--- config.mk ---
export PLATFORM = sky130hd
export DESIGN_NAME = casc_counter
export DESIGN_NICKNAME = d
export VERILOG_FILES = /design/src/rtl/ctr_pkg.sv /design/src/rtl/ctr_tc_decode.sv /design/src/rtl/ctr_stage.sv /design/src/rtl/casc_counter.sv
export SDC_FILE = /design/constraint.sdc
export NUM_CORES = 1
export LEC_CHECK = 0
export BUFFER_PORTS_ARGS = -buffer_cell sky130_fd_sc_hd__clkbuf_2
export CORE_MARGIN = 2
export CORE_UTILIZATION = 30
export DETAILED_ROUTE_END_ITERATION = 16
export PLACE_DENSITY = 0.55
export SKIP_CTS_REPAIR_TIMING = 1
export SYNTH_ARGS = -nofsm -noshare
export SYNTH_HDL_FRONTEND = slang
export SYNTH_SLANG_ARGS = --single-unit
--- constraint.sdc ---
create_clock -name clk -period 1.5 [get_ports clk]
set_input_delay 0.15 -clock clk [delete_from_list [all_inputs] [get_ports clk]]
set_output_delay 0.15 -clock clk [all_outputs]
set_load 0.03 [all_outputs]
--- src/rtl/ctr_pkg.sv ---
// Package: types and helpers shared by the counter stages.
// Assumes: the priority among the operations is fixed as clear > load > count > hold.
package ctr_pkg;

    typedef enum logic [1:0] {
        OP_HOLD  = 2'd0,
        OP_COUNT = 2'd1,
        OP_LOAD  = 2'd2,
        OP_CLEAR = 2'd3
    } ctr_op_e;

    // Resolve the requested operation by the fixed priority.
    function automatic ctr_op_e pick_op(input logic clr_act,
                                        input logic load_act,
                                        input logic cnt_ok);
        if (clr_act)
            return OP_CLEAR;
        else if (load_act)
            return OP_LOAD;
        else if (cnt_ok)
            return OP_COUNT;
        else
            return OP_HOLD;
    endfunction

endpackage

--- src/rtl/ctr_tc_decode.sv ---
// Module: terminal-count decode for one stage.
// Asserts all_ones when every bit of the stage value is 1.
// Assumes: BITS >= 1.
module ctr_tc_decode #(
    parameter int BITS = 4
) (
    input  logic [BITS-1:0] val,
    output logic            all_ones
);

    logic [BITS-1:0] chain;

    // Build a plain AND chain over the bits.
    genvar b;
    generate
        for (b = 0; b < BITS; b++) begin : g_and
            if (b == 0) begin : g_first
                assign chain[b] = val[b];
            end else begin : g_rest
                assign chain[b] = chain[b-1] & val[b];
            end
        end
    endgenerate

    assign all_ones = chain[BITS-1];

endmodule

--- src/rtl/ctr_stage.sv ---
// Module: one presettable counter stage.
// Counts up when both enables are high. Loads d when load_n is low.
// Clears when clr_n is low, either at the next edge or at once, chosen by SYNC_CLEAR.
// rco is high when en_t is high and the stage is at all ones.
// Assumes: clr_n meets setup and release timing relative to clk.
module ctr_stage #(
    parameter int STAGE_BITS = 4,
    parameter bit SYNC_CLEAR = 1'b1
) (
    input  logic                  clk,
    input  logic                  clr_n,
    input  logic                  load_n,
    input  logic                  en_p,
    input  logic                  en_t,
    input  logic [STAGE_BITS-1:0] d,
    output logic [STAGE_BITS-1:0] q,
    output logic                  rco
);
    import ctr_pkg::*;

    localparam logic [STAGE_BITS-1:0] ONE = STAGE_BITS'(1);

    logic [STAGE_BITS-1:0] q_r;
    logic [STAGE_BITS-1:0] q_nxt;
    logic                  clr_sync_act;
    logic                  tc;
    ctr_op_e               op;

    // In asynchronous mode the clear is handled by the flop itself, not by the next-state logic.
    assign clr_sync_act = SYNC_CLEAR ? ~clr_n : 1'b0;

    // Pick this cycle's operation.
    always_comb op = pick_op(clr_sync_act, ~load_n, en_p & en_t);

    // Compute the next state for the chosen operation.
    always_comb begin
        unique case (op)
            OP_CLEAR: q_nxt = '0;
            OP_LOAD:  q_nxt = d;
            OP_COUNT: q_nxt = q_r + ONE;
            default:  q_nxt = q_r;
        endcase
    end

    generate
        if (SYNC_CLEAR) begin : g_sync_clr
            // State register; the clear arrives through q_nxt.
            always_ff @(posedge clk) begin
                q_r <= q_nxt;
            end
        end else begin : g_async_clr
            // State register with an immediate clear.
            always_ff @(posedge clk or negedge clr_n) begin
                if (!clr_n)
                    q_r <= '0;
                else
                    q_r <= q_nxt;
            end
        end
    endgenerate

    ctr_tc_decode #(.BITS(STAGE_BITS)) u_tc (
        .val      (q_r),
        .all_ones (tc)
    );

    // Carry is enabled by T only.
    assign rco = en_t & tc;
    assign q   = q_r;

endmodule

--- src/rtl/casc_counter.sv ---
// Module: chain of STAGES counter stages that forms one WIDTH-bit counter.
// Stage i takes its T enable from the carry of stage i-1. P, load, clear and the clock are shared.
// Assumes: STAGES >= 1.
module casc_counter #(
    parameter int STAGES     = 2,
    parameter int STAGE_BITS = 4,
    parameter bit SYNC_CLEAR = 1'b1,
    localparam int WIDTH     = STAGES * STAGE_BITS
) (
    input  logic             clk,
    input  logic             clr_n,
    input  logic             load_n,
    input  logic             en_p,
    input  logic             en_t,
    input  logic [WIDTH-1:0] din,
    output logic [WIDTH-1:0] q,
    output logic             carry_out
);

    logic [STAGES-1:0] t_in;
    logic [STAGES-1:0] rco;

    genvar s;
    generate
        for (s = 0; s < STAGES; s++) begin : g_stage
            // Feed T from the external enable or from the carry of the stage below.
            if (s == 0) begin : g_t0
                assign t_in[s] = en_t;
            end else begin : g_tn
                assign t_in[s] = rco[s-1];
            end

            ctr_stage #(
                .STAGE_BITS (STAGE_BITS),
                .SYNC_CLEAR (SYNC_CLEAR)
            ) u_stage (
                .clk    (clk),
                .clr_n  (clr_n),
                .load_n (load_n),
                .en_p   (en_p),
                .en_t   (t_in[s]),
                .d      (din[s*STAGE_BITS +: STAGE_BITS]),
                .q      (q[s*STAGE_BITS +: STAGE_BITS]),
                .rco    (rco[s])
            );
        end
    endgenerate

    assign carry_out = rco[STAGES-1];

endmodule

==> results of run 1 <==
Yosys cell counts:
master	n
edfxtp_1	8
nand2_1	5
nand3_1	5
ha_1	4
a21boi_0	3
nand2b_1	3
a22o_1	2
and2_1	2
o21ai_2	2
a211o_1	1
and2b_1	1
and4_1	1
nand2_2	1
nand3b_1	1
nor2_1	1
nor3_1	1
nor4_1	1
o21ai_0	1
or3_4	1
xor2_1	1
final timing paths:
| path | endpoint | slack [ns] | cells past startpoint |
|---|---|---|---|
| setup / recovery | carry_out | 0.02 | 5 |
| hold / removal | g_stage[1].u_stage.q[3] | 0.16 | 3 |
| setup reg to reg | g_stage[1].u_stage.q[0] | 0.03 | 6 |
| hold reg to reg | g_stage[1].u_stage.q[3] | 0.69 | 2 |
placed cells by master, fill, tap and decap left out, drive strengths merged, types with 2 or more instances in the layout:
cell type | Yosys | routed
nand2 | 6 | 6
edfxtp | 8 | 8
ha | 4 | 4
buf | 0 | 6
a21boi | 3 | 3
nand3 | 5 | 5
clkbuf | 0 | 23
a22o | 2 | 2
and2 | 2 | 2
nand2b | 3 | 3
o21ai | 3 | 3
layout make-up:
type | instances | share of cell area [%]
multi-input cells | 37 | 39.4
flip-flops and latches | 8 | 33.7
repair buffers | 26 | 20.9
clock buffers | 3 | 3.16
well taps | 16 | 2.81
metrics by stage:
step           hold WS (ns)  instance area [sq um]  setup slack, ns
5_1_grt               0.185                    712          -0.0154
3_3_place_gp          0.428                    649            0.107
3_5_place_dp          0.430                    649           0.0845
6_report              0.163                    712           0.0207
2_1_floorplan         0.338                    502          -0.0900
4_1_cts               0.170                    672          -0.0681
power breakdown:
part           internal, mW  leakage [nW]  total [mW]  switching [mW]
clock network        0.0921        0.0138       0.173          0.0810
logic                0.0512         0.219       0.128          0.0768
registers             0.265        0.0890       0.279          0.0137
total                 0.409         0.321       0.580           0.171
routing by layer:
metal  vias up  global-route usage [%]  wire [um]
met3         5                    2.80         75
met4         0                    8.82         29
met2        14                    18.3        530
met1       212                    17.3        588
met5         -                       0          0
li1        234                       -          -
kinds of logic (layout without fill, tap and decap cells):
kind of cell	after synthesis	in the layout	share of synthesized area [%]
and+or+nand+nor	23	23	26.2
AOI/OAI and AO/OA	9	9	14.2
DFF	8	8	47.9
adders and majority gates	4	4	9.98
xor gates and xnor gates	1	1	1.75
buffers and inverters	0	29	0
worst max-delay path: stages, from the launching register on:
cell and delay, ns:
edfxtp_1 0.42, ha_2 0.21, ha_1 0.18, nand3_1 0.08, nor2_1 0.04, buf_4 0.16
==> metrics.md, run 1 <==
| Metric | Value |
|---|---|
| Outcome | complete, no violations |
| Synth Register Bits | 8 |
| DIE WIDTH | 44.9 um |
| CORE AREA | 1540 sq um |
| Worst slew pin tran | 0.223 ns |
| GP Congestion | 0.725 |
| Final Util | 46.2% |
| First-pass GRT wire length | 1.80 mm |
| Worst EP arrival | 1.33 ns |
| Multi-input logic area | 280 sq um |
| Worst skew pair latency | 0.26 ns |
| Via density per instance | 5.17 |
| Via count | 465 |
| WL final | 1.22 mm |
| Fin crit share | 98.6% |
| Sequential-to-total area share from yosys stat | 47.9% |
| Detailed-router iteration count before antenna repair | 4 |
| Power Density | 815 nW/um^2 |
| Syn_nets | 62 |
| DRT iter0 DRCs | 7 |
| Synth Cell Area | 502 sq um |
| Tot GR Track Use | 12.9% |
| Clock Tree Buf Depth | 2 |
| Cells after Synth | 45 |
| Overall power | 0.580 mW |
| Post-layout nets | 93 |
| Synth top area share | 47.9% |
| Max FFs per register | 8 |
| Peak VDD IR | 0.369 mV |
| Post-route ant nets | 0 |
| Critical path launch point type | flop |
| Share of cells above drive strength 1 | 52.7% |
| Clock transition at the registers of the reported paths | 0.06 ns |
| Port Buf Inserts | 21 |
| Setup Crit Path Kind | flop to primary output |
| Clock Sinks | 8 |
| Clock root cell | clkbuf_4 |
| # fillers | 159 |
| Placement Rows | 14 |
| Final Max Slew Viols | 0 |
| Initial core utilization | 32.5% |
| Final hold violations | 0 |
| H-tree levels | 1 |
| Worst Skew | 0.00469 ns |
| CP required | 1.35 ns |
| Fin cells | 90 |
| Die area | 2020 sq um |
| Largest net degree at the start of global routing | 10 |
| Mean Syn Cell Area | 11.1 sq um |
| Warnings, synthesis | 0 |
| CTS tree | built |
| Vias in the first global route | 407 |
| Reg area | 240 sq um |
| Hold Startpoint | din[7] |
| Worst slew margin | 85.0% |
| IO Count | 22 |
| Drt drc | 0 |
| Worst r2r src | g_stage[0].u_stage.q[1] |
| Endpoints failing setup | 0 |
| Final Critical Period | 1.48 ns |
| Total gr overflow | 0 |
| RSZ-0062 raised after global routing | true |
| Worst setup path start | g_stage[1].u_stage.q[1] |
| Initial antenna violation count | 0 |
| Synth unique cells | 20 |
| Synth area leaders | edfxtp_1 48%, ha_1 10%, nand3_1 5.0%, a21boi_0 4.5%, nand2_1 3.7% |
| Cts bufs inserted | 3 |
| Die H | 44.9 um |
| Total negative slack | 0 ns |
| Worst min path class | input pin to flop |
| Post-DP HPWL | 940 um |
| Worst-path fanout max | 3 |
| Area Growth Syn to Fin | 41.9% |
| Leakage power | 0.321 nW |
| # diodes | 0 |
| Post-synth top area cell | edfxtp_1 |
| Cells after DPL | 85 |
| Average routed wire per standard cell | 13.6 um |
| Max Freq | 676 MHz |
| Critical path capture point type | primary output |
| Max_cap viols | 0 |
No activity file was read; power rests on OpenSTA's default activity.
==> run 2: changes to the inputs <==
--- a/config.mk
+++ b/config.mk
@@ -10,6 +10,7 @@
 export CORE_UTILIZATION = 30
 export DETAILED_ROUTE_END_ITERATION = 16
 export PLACE_DENSITY = 0.55
+export SETUP_SLACK_MARGIN = 0.2
 export SKIP_CTS_REPAIR_TIMING = 1
 export SYNTH_ARGS = -nofsm -noshare
 export SYNTH_HDL_FRONTEND = slang
==> metrics.md, run 2 (synthesized netlist as in run 1, its figures left out) <==
| Metric | Value |
|---|---|
| DIE WIDTH | 44.9 um (unchanged) |
| Worst skew pair latency | 0.26 ns (about the same) |
| Average routed wire per standard cell | 13.7 um (+1.0%) |
| Cells after DPL | 85 (unchanged) |
| First-pass GRT wire length | 1.75 mm (-2.7%) |
| Outcome | complete, no violations |
| Tot GR Track Use | 12.4% (-0.44 points) |
| Placement Rows | 14 (unchanged) |
| Final WS setup | 0.0417 ns (+0.0210 ns) |
| Post-route ant nets | 0 (unchanged) |
| Fin cells | 93 (+3.3%) |
| Peak VDD IR | 0.385 mV (+4.4%) |
| Worst EP arrival | 1.31 ns (-0.02 ns) |
| Power Density | 765 nW/um^2 (-6.1%) |
| Cts bufs inserted | 3 (unchanged) |
| # fillers | 159 (unchanged) |
| Clock Tree Buf Depth | 2 (unchanged) |
| Met3 Use GR | 2.40% (-0.40 points) |
| Vias in the first global route | 392 (-3.7%) |
| Final Max Slew Viols | 0 (unchanged) |
| Max FFs per register | 8 (unchanged) |
| Area Growth Syn to Fin | 54.4% |
| Most frequent cells in the layout | 20 x clkbuf_2, 8 x edfxtp_1, 6 x buf_4, 4 x nand2_1 |
| Total negative slack | 0 ns (unchanged) |
| Slowest CP cell | edfxtp_1 |
| Met1 Usage GRT | 17.5% (+0.16 points) |
| CTS tree | built |
| Drt drc | 0 (unchanged) |
| WL final | 1.28 mm (+4.4%) |
| Design area | 774 sq um (+8.8%) |
| Post-DP HPWL | 903 um (-3.9%) |
| Placed Instance Area | 649 sq um (unchanged) |
| Setup Crit Path Kind | flop to primary output |
| Total gr overflow | 0 (unchanged) |
| Clock transition at the registers of the reported paths | 0.06 ns (about the same) |
| Worst slew margin | 83.2% (-1.8 points) |
| Initial antenna violation count | 0 (unchanged) |
| Crit-path max cell delay | 0.42 ns (about the same) |
| IO Count | 22 (unchanged) |
| Die area | 2020 sq um (unchanged) |
| Largest net degree at the start of global routing | 10 (unchanged) |
| GRT busiest layer | met1 |
| Endpoints failing setup | 0 (unchanged) |
| Final Critical Period | 1.46 ns (-0.0210 ns) |
| Fin crit share | 97.2% (-1.4 points) |
| Worst-path fanout max | 3 (unchanged) |
| Post-layout nets | 96 (+3.2%) |
| Place WS | 0.0558 ns (-0.0287 ns) |
| Met2 Use GR | 16.8% (-1.4 points) |
| Final hold violations | 0 (unchanged) |
| Via density per instance | 5.15 (-0.31%) |
| Clock root cell | clkbuf_4 |
| CP required | 1.35 ns (about the same) |
| Die H | 44.9 um (unchanged) |
| CORE AREA | 1540 sq um (unchanged) |
| Worst slew pin tran | 0.250 ns (+0.0263 ns) |
| RSZ-0062 raised after global routing | true |
| Port Buf Inserts | 21 (unchanged) |
| Critical path capture point type | primary output |
| Detailed-router iteration count before antenna repair | 3 (-1) |
| Max_cap viols | 0 (unchanged) |
| Clock Sinks | 8 (unchanged) |
| Share of cells above drive strength 1 | 58.4% (+5.7 points) |
| Via count | 479 (+3.0%) |
| Critical path launch point type | flop |
| Worst Skew | 0.00153 ns (-0.00316 ns) |
| Max Freq | 686 MHz (+1.4%) |
| Worst path cell trace | ha_2, ha_1, nand3_2, nor2_4, buf_6 |
| Worst min path class | input pin to flop |
| Cell family with most CP delay | flip-flops |
| DRT iter0 DRCs | 3 (-4) |
| # diodes | 0 (unchanged) |
| CP bufs+invs | 1 (unchanged) |
| Initial core utilization | 32.5% (unchanged) |
| H-tree levels | 1 (unchanged) |
| Leakage power | 0.352 nW (+9.5%) |
| GP Congestion | 0.731 (+0.90%) |
| Commonest non-fill, non-tap cell in the layout | clkbuf_2 |
-- run 2: cell count changes in the layout (fill, tap and decap cells not counted) --
| cell | change |
|---|---|
| a21boi_0 | -1 |
| a21boi_1 | +1 |
| buf_4 | +1 |
| buf_6 | +2 |
| ha_2 | -1 |
| ha_4 | +1 |
| nand2_2 | -1 |
| nand2_4 | +1 |
| nand3_1 | -2 |
| nand3_2 | +2 |
| nor2_1 | -1 |
| nor2_4 | +1 |
-- run 2: through the flow --
step	total power [mW]	utilization, %	hold slack, ns
after CTS	0.572	43.6	0.163
after global placement	0.404	42.1	0.428
after detailed placement	0.403	42.1	0.424
final	0.593	50.2	0.159
after floorplan	0.350	-	0.338
after global routing	0.619	50.2	0.164
-- run 2: routing by layer --
layer / up-vias / part of all wire [%]
met1: 222 / 47
met4: 0 / 2.3
met2: 15 / 46
met3: 5 / 4.3
li1: 237 / -
met5: - / 0
-- run 2: power breakdown --
part           internal (mW)  switching, mW
registers              0.266         0.0163
logic                 0.0575         0.0795
clock network         0.0922         0.0817
-- run 2: area by class of cell --
class | count | area [sq um] | share of cell area, %
tap | 16 | 20.0 | 2.58
timing repair buffer | 29 | 179 | 23.1
sequential | 8 | 240 | 31.0
clock buffer | 3 | 22.5 | 2.91
multi-input combinational | 37 | 313 | 40.4
-- run 2: path summary, 6_finish.rpt --
check / to / cells past startpoint / slack [ns] / from
worst max-delay path: carry_out / 5 / 0.04 / g_stage[1].u_stage.q[1]
worst min-delay path: g_stage[1].u_stage.q[3] / 3 / 0.16 / din[7]
worst max register to register: g_stage[1].u_stage.q[1] / 6 / 0.05 / g_stage[0].u_stage.q[1]
worst min register to register: g_stage[1].u_stage.q[0] / 2 / 0.71 / g_stage[1].u_stage.q[0]
-- run 2: worst min-delay path, stage by stage --
cell      delay, ns
clkbuf_2       0.07
nand2_1        0.05
o21ai_2        0.04
==> run 3: changes to the inputs <==
--- a/config.mk
+++ b/config.mk
@@ -6,10 +6,12 @@
 export NUM_CORES = 1
 export LEC_CHECK = 0
 export BUFFER_PORTS_ARGS = -buffer_cell sky130_fd_sc_hd__clkbuf_2
+export CELL_PAD_IN_SITES_DETAIL_PLACEMENT = 0
+export CELL_PAD_IN_SITES_GLOBAL_PLACEMENT = 2
 export CORE_MARGIN = 2
-export CORE_UTILIZATION = 30
+export CORE_UTILIZATION = 23
 export DETAILED_ROUTE_END_ITERATION = 16
-export PLACE_DENSITY = 0.55
+export PLACE_DENSITY = 0.68
 export SETUP_SLACK_MARGIN = 0.2
 export SKIP_CTS_REPAIR_TIMING = 1
 export SYNTH_ARGS = -nofsm -noshare
==> metrics.md, run 3 (synthesized netlist as in run 1, its figures left out) <==
| Metric | Value |
|---|---|
| Critical path launch point type | flop |
| Worst r2r src | g_stage[0].u_stage.q[1] |
| Average routed wire per standard cell | 12.4 um (-9.5%) |
| Final WS setup | 0.0231 ns (-0.0186 ns) |
| WL final | 1.23 mm (-3.7%) |
| Endpoints failing setup | 0 (unchanged) |
| Die H | 50.7 um (+13%) |
| Hold path depth | 3 (unchanged) |
| Max Freq | 677 MHz (-1.3%) |
| Clock Tree Buf Depth | 2 (unchanged) |
| Fin cells | 99 (+6.5%) |
| CTS tree | built |
| Commonest non-fill, non-tap cell in the layout | clkbuf_2 |
| Slowest CP cell | edfxtp_1 |
| Crit-path max cell delay | 0.44 ns (+0.02 ns) |
| Clock root cell | clkbuf_4 |
| Clock Sinks | 8 (unchanged) |
| Via count | 451 (-5.8%) |
| Fin crit share | 98.5% (+1.2 points) |
| Top layer reached by signal wires | met4 |
| Worst Skew | 0.00383 ns (+0.00230 ns) |
| Port Buf Inserts | 21 (unchanged) |
| Met1 WL | 631 um (+4.1%) |
| Share of cells above drive strength 1 | 54.2% (-4.3 points) |
| Final Max Slew Viols | 0 (unchanged) |
| CORE AREA | 2000 sq um (+30%) |
| Hold Startpoint | din[4] |
| Vias in the first global route | 433 (+10%) |
| DRT iter0 DRCs | 1 (-2) |
| CP required | 1.35 ns (about the same) |
| DIE WIDTH | 50.7 um (+13%) |
| Post-DP HPWL | 940 um (+4.1%) |
| Max FFs per register | 8 (unchanged) |
| Critical path capture point type | primary output |
| H-tree levels | 1 (unchanged) |
| Setup Crit Path Kind | flop to primary output |
| Overall power | 0.580 mW (-2.1%) |
| GP Congestion | 0.684 (-6.5%) |
| Design area | 741 sq um (-4.4%) |
| Via density per instance | 4.56 (-12%) |
| Clock transition at the registers of the reported paths | 0.06 ns (about the same) |
| Largest net degree at the start of global routing | 10 (unchanged) |
| Cells after DPL | 95 (+12%) |
| Place WS | 0.0782 ns (+0.0224 ns) |
| Worst-path fanout max | 4 (+1) |
| Placement Rows | 16 (+2) |
| Power Density | 784 nW/um^2 (+2.4%) |
| First-pass GRT wire length | 1.96 mm (+12%) |
| DR WL met2 | 533 um (-8.9%) |
| Peak VDD IR | 0.236 mV (-39%) |
| Reg2Reg Setup Slack | 0.05 ns (about the same) |
| Worst skew pair latency | 0.25 ns (about the same) |
| Detailed-router iteration count before antenna repair | 2 (-1) |
| RSZ-0062 raised after global routing | true |
| Reg2reg end | g_stage[1].u_stage.q[0] |
| Total gr overflow | 0 (unchanged) |
| Worst setup path start | g_stage[1].u_stage.q[0] |
| WHS Endpoint | g_stage[1].u_stage.q[0] |
| Leakage power | 0.327 nW (-6.9%) |
| # diodes | 0 (unchanged) |
| Worst path cell trace | ha_2, ha_1, nand3_1, nor2_2, buf_6 |
| Post-layout nets | 91 (-5.2%) |
| Initial core utilization | 25.1% (-7.5 points) |
| Final Util | 37.0% (-13 points) |
| Worst slew pin tran | 0.284 ns (+0.0343 ns) |
| Final hold violations | 0 (unchanged) |
| Post-route ant nets | 0 (unchanged) |
| R2R depth | 5 (-1) |
| Die area | 2570 sq um (+28%) |
| Cts bufs inserted | 3 (unchanged) |
| Initial antenna violation count | 0 (unchanged) |
| Placed Instance Area | 656 sq um (+0.96%) |
| Final Critical Period | 1.48 ns (+0.0186 ns) |
| Max_cap viols | 0 (unchanged) |
| Worst slew margin | 80.9% (-2.3 points) |
| Most frequent cells in the layout | 20 x clkbuf_2, 8 x edfxtp_1, 4 x nand2_1, 4 x nand3_1 |
| Detail Route met3 WL | 37 um (-33%) |
| Tot GR Track Use | 10.7% (-1.7 points) |
| Worst EP arrival | 1.33 ns (+0.02 ns) |
| Area Growth Syn to Fin | 47.6% |
| Outcome | complete, no violations |
| IO Count | 22 (unchanged) |
| Worst min path class | input pin to flop |
| Drt drc | 0 (unchanged) |
[run 3: power breakdown]
group / internal, mW / switching, mW / leakage, nW
Combinational: 0.0527 / 0.0759 / 0.225
Clock: 0.0919 / 0.0777 / 0.0138
Sequential: 0.266 / 0.0166 / 0.0890
Total: 0.410 / 0.170 / 0.327
[run 3: worst max path at each step]
stage	end	slack, ns	cells after the start
after floorplan	g_stage[1].u_stage.q[3]	-0.09	5
after global placement	g_stage[1].u_stage.q[1]	0.1	5
after detailed placement	g_stage[1].u_stage.q[2]	0.08	5
after CTS	carry_out	-0.08	5
after global routing	carry_out	-0.04	5
final	carry_out	0.02	5
[run 3: metal layers]
metal,vias to the layer above,GRT usage (%)
li1,225,-
met3,2,1.19
met1,214,14.3
met4,0,10.8
met5,-,0
met2,10,14.5
[run 3: stage by stage]
step	hold slack (ns)	setup TNS, ns
6_report	0.176	0
3_5_place_dp	0.430	0
4_1_cts	0.168	-0.0800
5_1_grt	0.175	-0.0638
2_1_floorplan	0.338	-0.505
3_3_place_gp	0.434	0
[run 3: layout make-up]
| class | instances | area, sq um |
|---|---|---|
| Clock buffer | 3 | 22.5 |
| Timing Repair Buffer | 24 | 141 |
| Sequential cell | 8 | 240 |
| Multi-Input combinational cell | 37 | 303 |
| Fill cell | 221 | 1260 |
| Tap cell | 27 | 33.8 |
[run 3: critical path, delay by kind of cell (launching register included)]
family	cells	cell delay (ns)
AND/OR/NAND/NOR	2	0.13
flip-flops	1	0.44
adder cells (fa/ha/maj)	2	0.37
buffers and inverters	1	0.13
